### config.mk
export PLATFORM = sky130hd
export DESIGN_NAME = mvw_reg_unit
export DESIGN_NICKNAME = d
export VERILOG_FILES = /design/src/rtl/mvw_pkg.sv /design/src/rtl/mvw_lane_place.sv /design/src/rtl/mvw_merge.sv /design/src/rtl/mvw_reg_unit.sv
export SDC_FILE = /design/constraint.sdc
export NUM_CORES = 1
export LEC_CHECK = 0
export ABC_AREA = 0
export BUFFER_PORTS_ARGS = -buffer_cell sky130_fd_sc_hd__buf_2
export CORE_MARGIN = 1
export CORE_UTILIZATION = 30
export DETAILED_ROUTE_END_ITERATION = 10
export PLACE_DENSITY_LB_ADDON = 0.15
export SETUP_SLACK_MARGIN = 0.05
export SKIP_CTS_REPAIR_TIMING = 1
export SLEW_MARGIN = 40
export SYNTH_ARGS = -nofsm -noshare
export SYNTH_HDL_FRONTEND = slang
export SYNTH_SLANG_ARGS = --single-unit
### constraint.sdc
create_clock -name clk_i -period 1.55 [get_ports clk_i]
set_input_delay 0 -clock clk_i [delete_from_list [all_inputs] [get_ports clk_i]]
set_output_delay 0 -clock clk_i [all_outputs]
set_load 0.02 [all_outputs]
### src/rtl/mvw_pkg.sv
package mvw_pkg;
  typedef enum logic [1:0] {
    MV_ZERO = 2'b00,
    MV_INV  = 2'b01,
    MV_KEEP = 2'b10,
    MV_RSVD = 2'b11
  } mv_op_e;
endpackage

### src/rtl/mvw_lane_place.sv
module mvw_lane_place #(
  parameter int DATA_W = 64,
  parameter int IMM_W  = 16,
  localparam int LANES = DATA_W / IMM_W,
  localparam int SEL_W = $clog2(LANES)
) (
  input  logic [IMM_W-1:0]  imm_i,
  input  logic [SEL_W-1:0]  sel_i,
  output logic [DATA_W-1:0] placed_o,
  output logic [DATA_W-1:0] mask_o
);
  for (genvar g = 0; g < LANES; g++) begin : g_lane
    logic hit;
    assign hit = (sel_i == SEL_W'(g));
    assign placed_o[g*IMM_W +: IMM_W] = hit ? imm_i : '0;
    assign mask_o[g*IMM_W +: IMM_W]   = {IMM_W{hit}};
  end
endmodule

### src/rtl/mvw_merge.sv
module mvw_merge #(
  parameter int DATA_W = 64,
  localparam int NARROW_W = DATA_W / 2
) (
  input  mvw_pkg::mv_op_e   op_i,
  input  logic              wide_i,
  input  logic [DATA_W-1:0] cur_i,
  input  logic [DATA_W-1:0] placed_i,
  input  logic [DATA_W-1:0] mask_i,
  output logic [DATA_W-1:0] nxt_o
);
  logic [DATA_W-1:0] raw;

  always_comb begin
    unique case (op_i)
      mvw_pkg::MV_ZERO: raw = placed_i;
      mvw_pkg::MV_INV:  raw = ~placed_i;
      mvw_pkg::MV_KEEP: raw = (cur_i & ~mask_i) | placed_i;
      default:          raw = cur_i;
    endcase
    nxt_o = raw;
    // narrow results are zero-extended
    if (!wide_i) nxt_o[DATA_W-1:NARROW_W] = '0;
  end
endmodule

### src/rtl/mvw_reg_unit.sv
module mvw_reg_unit #(
  parameter int DATA_W = 64,
  parameter int IMM_W  = 16,
  localparam int LANES = DATA_W / IMM_W,
  localparam int SEL_W = $clog2(LANES),
  localparam int NARROW_LANES = LANES / 2
) (
  input  logic              clk_i,
  input  logic              rst_ni,
  input  logic              valid_i,
  input  logic [1:0]        op_i,
  input  logic [IMM_W-1:0]  imm_i,
  input  logic [SEL_W-1:0]  hw_i,
  input  logic              sf_i,
  output logic [DATA_W-1:0] value_o,
  output logic              illegal_o
);
  mvw_pkg::mv_op_e   op;
  logic [DATA_W-1:0] placed, mask, nxt;
  logic              legal;

  assign op    = mvw_pkg::mv_op_e'(op_i);
  assign legal = (op != mvw_pkg::MV_RSVD) &&
                 (sf_i || (hw_i < SEL_W'(NARROW_LANES)));

  mvw_lane_place #(.DATA_W(DATA_W), .IMM_W(IMM_W)) place_i (
    .imm_i    (imm_i),
    .sel_i    (hw_i),
    .placed_o (placed),
    .mask_o   (mask)
  );

  mvw_merge #(.DATA_W(DATA_W)) merge_i (
    .op_i     (op),
    .wide_i   (sf_i),
    .cur_i    (value_o),
    .placed_i (placed),
    .mask_i   (mask),
    .nxt_o    (nxt)
  );

  always_ff @(posedge clk_i or negedge rst_ni) begin
    if (!rst_ni) begin
      value_o   <= '0;
      illegal_o <= 1'b0;
    end else begin
      illegal_o <= valid_i && !legal;
      if (valid_i && legal) value_o <= nxt;
    end
  end
endmodule

# Word-level counts from Yosys, hierarchy flattened
# Index checks and enable logic that the tools add are counted.
dict set report totals {
  regBits 65
  elab_cells 31
  out_inout_bits 65
}
dict set report op_classes {
  n_bitwise 4
  n_mux 6
  eq_ne 7
  reduce_logical 10
  order_cmp 1
}
# cell count
set ops {}
lappend ops {{one-hot mux 64 bit (3 select lines)} 1}
lappend ops {{NOT 64 bit} 2}
lappend ops {{AND 64 bit} 1}
lappend ops {{2-to-1 mux 16 bit} 4}
lappend ops {{OR 64 bit} 1}
lappend ops {{2-to-1 mux 32 bit} 1}
lappend ops {{equality test 2 bit, second input constant} 3}
lappend ops {{equality test 2 x 1 -> 1 bit, second input constant} 2}
lappend ops {{zero test 2 bit} 2}
lappend ops {{inequality test 4 x 1 -> 1 bit, second input constant} 1}
lappend ops {{AND reduction 2 bit} 2}
lappend ops {{logical AND 1 bit} 3}
lappend ops {{nonzero test 3 bit} 1}
lappend ops {{less-than comparator 2 bit, second input constant} 1}
lappend ops {{inequality test 2 bit, second input constant} 1}
lappend ops {{zero test 1 bit} 1}
lappend ops {{logical OR 1 bit} 1}

# Depth between registers and ports, before layout
dict set report depth {
  depth_word 6
  mapped_depth 8
}

# By module
# Synthesis repeated with hierarchy kept, for this count alone.
dict set report hier_totals {
  cells_unflattened 643
  hier_area_um2 5576.6
}
# module instances seq_area_each_um2 area_per_inst_um2 cells_each
set modules_own_cells {}
lappend modules_own_cells {mvw_reg_unit 1 1626.6 2459.9 140}
lappend modules_own_cells {mvw_merge 1 0.0 1975.6 357}
lappend modules_own_cells {mvw_lane_place 1 0.0 1141.1 146}

# Worst setup path after synthesis
# Ideal clock, no wire load.
dict set report synth_path {
  path_kind {input -> register}
  from {input port op_i[1]}
  to {register value_o[34]}
  t_arrival_ns 1.295
  required_time_ns 1.423
  setup_time_ns 0.127
  cell_stages 7
  path_slack_ns 0.128
  path_cell_list {inv_1 -> ha_1 -> clkbuf_1 -> or4b_1 -> nand4b_1 -> buf_2 -> o2bb2ai_1}
}
dict set report synth_via {
  elab_chain_cells 4
  elab_cells_between_ends 10
  cone_classes {eq/ne (4); mux (2); reduce/logical (4)}
}
# element line_no
set synth_rtl {}
lappend synth_rtl {{start: declaration} mvw_reg_unit.sv:11} ;# input logic [1:0] op_i,
lappend synth_rtl {{parallel branches: the longest is 4 deep, another holds one-hot mux 64 bit (3 select lines)} n/a}
lappend synth_rtl {{end signal: assignment} mvw_reg_unit.sv:48} ;# if (valid_i && legal) value_o <= nxt;
lappend synth_rtl {{end: declaration} mvw_reg_unit.sv:15} ;# output logic [DATA_W-1:0] value_o,
# Several ways; the timed one is not identified.
# A chain may end at the register's enable or synchronous reset.

# Final worst setup path
dict set report layout_path {
  from {input port op_i[0]}
  to {register value_o[48]}
}
# Same word-level chain as after synthesis.

==> run_results.csv <==
group,metric,value,unit
worst_setup_path,r2r_slack,0.36,ns
routing,wl,15.4,mm
place,io_buffers,88,
synth,yosys.area.top_type_share,35.8,%
worst_setup_path,criticalPathCategory,"primary input to flip-flop",
routing,route.detailed.drc,6,
power_and_ir_drop,combPwrFrac,31.9,%
power_and_ir_drop,p_int,0.00375,W
sta,worst_slack,0.252,ns
sta,setup_viol,0,
clocking,htreeDepth,3,
min_path,min_path_cells,3,
synth,yosysWarnings,0,
synth,yosys-top-cells-count,"nand2_1, dfrtp_1, clkbuf_1",
clocking,clkSlewWorstSetupHoldPaths,0.05,ns
synth,seq_area_frac_synth,35.8,%
min_path,hold_path.class,"primary input to flip-flop",
routing,drt-wirelength-per-cell,20.3,um
clocking,cts_tree,"built",
power_and_ir_drop,vdd_ir_drop_max,0.587,mV
floorplan,start_util,31.1,%
floorplan,dieArea,15700,um^2
routing,vias_per_cell,5.88,
global_route,grt_pass1_vias,4268,
sta,relSlewSlack,59.5,%
synth,synth_most_common_cell,"nand2_1",
worst_setup_path,worst_r2r_endpoint,"value_o[6]$_DFFE_PN0P_",
floorplan,die_width,125,um
synth,synth_area_leader_cell,"dfrtp_1",
worst_setup_path,cp.required,1.81,ns
worst_setup_path,r2r_start,"value_o[6]$_DFFE_PN0P_",
power_and_ir_drop,seq_power_share,37.2,%
routing,first_pass_iters,11,
place,placed_area,5160,um^2
power_and_ir_drop,switching_share,35.8,%
sta,skew,0,ns
synth,syn_nets,545,
worst_setup_path,worstPathMaxFanout,28,
synth,netlist_instances,517,
run_status,violations,"DRC",
clocking,cts-root-buf,"clkbuf_16",
clocking,cts.path.max_buffers,2,
synth,avgSynthCellArea,8.80,um^2
floorplan,rows,44,
routing,ant_nets,0,
routing,num_vias,4437,
synth,synth_flop_cell,"dfrtp_1",
power_and_ir_drop,powerDensity,1080,nW/um^2
clocking,cts_buffers,9,
layout,final_area,5420,um^2
sta,slew_viol_final,0,
sta,tightest_slew,0.607,ns
place,dp_hpwl,9.29,mm
sta,hold_viol,0,
layout,antenna_cells,0,
min_path,holdCritStartpoint,"sf_i",
worst_setup_path,cp-start-kind,"primary input",
clocking,cts.sinks,65,
synth,synth_area_leaders,"dfrtp_1, nand2_1, mux2_2",
synth,synth_area,4550,um^2
routing,drtIter0Drc,560,
global_route,grt_max_degree,66,
sta,layout_min_cycle_time,1.30,ns
global_route,grt_pass1_wl,24.6,mm
place,gp_congestion,0.778,
synth,synth_edf_count,0,
layout,layoutNonFillerInstCount,755,
power_and_ir_drop,p_sw,0.00209,W
power_and_ir_drop,power_leakage,2.29,nW
worst_setup_path,startpoint,"op_i[0]",
floorplan,die_y,125,um
worst_setup_path,reg2regPathDepth,3,
worst_setup_path,endpoint_kind,"flip-flop",
layout,area_delta_synth_final,19.2,%
sta,fin_crit_sh,83.8,%
min_path,hold_end,"illegal_o$_DFF_PN0_",
global_route,antenna_found_initial,0,
sta,grt_setup_unrepaired,"no",
synth,postSynth.asyncResetShare,100,%
floorplan,pin_count,89,
floorplan,coreArea,14600,um^2
layout,finalNetCount,596,
place,post-place-ws,-0.0902,ns
run_status,status,"complete, but fails checks",
global_route,overflow,0,
clocking,insertion_delay,0.34,ns
layout,drive_gt1_share,28.7,%
sta,max_freq,770,MHz
worst_setup_path,critical_path_arrival,1.56,ns
global_route,track_usage,20.3,%
place,placedCellCount,739,
run,drv_cap,0,
synth,synth_seq_cells,65,
power_and_ir_drop,pwr-share-clk,30.9,%
synth,synth_cell_type_count,30,
-- how the worst max path moves through the flow --
stage | cells after the start | end | slack, ns
6_report | 9 | value_o[48]$_DFFE_PN0P_ | 0.25
5_1_grt | 9 | value_o[44]$_DFFE_PN0P_ | 0.07
3_5_place_dp | 9 | value_o[50]$_DFFE_PN0P_ | -0.09
2_1_floorplan | 7 | value_o[34]$_DFFE_PN0P_ | 0.13
3_3_place_gp | 9 | value_o[44]$_DFFE_PN0P_ | -0.08
4_1_cts | 9 | value_o[50]$_DFFE_PN0P_ | 0.27
-- cell usage in the layout, fill, tap and decap left out --
cell	n
clkbuf_1	4
mux2_1	2
dfrtp_1	65
o2bb2ai_1	32
o21ai_0	32
clkinv_2	1
or3b_2	1
nand2_1	96
buf_2	88
dlygate4sd3_1	2
o21a_1	1
nand3b_1	16
buf_4	20
buf_12	8
a222oi_1	30
inv_1	3
or4b_1	1
nor2_4	1
nand3_1	16
clkbuf_16	9
and2_4	2
o31ai_1	32
a21oi_1	32
and2_1	2
nand4b_1	1
nor2b_4	2
nor2_1	2
ha_1	2
nand2b_1	1
ha_2	2
mux2_2	30
nor2b_1	1
a221oi_1	34
-- metal layers --
layer	global-route usage, %	vias up	part of all wire, %
met4	4.95	0	1.2
met3	5.31	12	5.1
met1	27.0	2185	46
met5	0	-	0
li1	-	2089	-
met2	32.7	151	48
-- power groups by stage --
stage	clock [W]	combinational, W	sequential (W)
2_1_floorplan	0	0.000948	0.00247
3_3_place_gp	0	0.00184	0.00219
3_5_place_dp	0	0.00187	0.00220
4_1_cts	0.00188	0.00188	0.00218
5_1_grt	0.00194	0.00204	0.00221
6_report	0.00180	0.00186	0.00217
-- through the flow --
stage          total power (W)  util (%)  setup TNS [ns]  hold slack, ns
6_report               0.00584      37.0               0         0.00512
5_1_grt                0.00619      37.0               0         0.00755
4_1_cts                0.00593      36.9               0          -0.308
3_5_place_dp           0.00408      35.2           -1.70          0.0608
3_3_place_gp           0.00404      35.2          -0.801          0.0610
2_1_floorplan          0.00342         -               0          -0.296
-- registers in the layout (all words and copies together) (netlist names) --
signal and flops:
value_o 64, illegal_o 1
-- worst max-delay path, stage by stage --
cell and delay, ns:
buf_2 0.11, inv_1 0.06, ha_2 0.33, buf_4 0.31
buf_4 0.28, nand2_1 0.06, o21ai_0 0.14, a222oi_1 0.10
o2bb2ai_1 0.16
-- final cells by class --
type	count	area (um^2)
clock buffer	13	240
clock inverter	1	5.00
fill	1542	9220
inverter	3	11.3
multi-input combinational	371	2540
sequential	65	1630
tap	184	230
timing repair buffer	118	771
-- cells by family after synthesis --
kind of cell,Yosys count,synth area share [%]
flip-flops,65,35.8
multiplexers,32,7.92
buffers and inverters,81,8.83
AND/OR/NAND/NOR,142,14.6
AO/OA/AOI/OAI,193,31.8
adder cells (fa/ha/maj),4,1.10
Note: power is estimated with default switching activity, not from simulation.
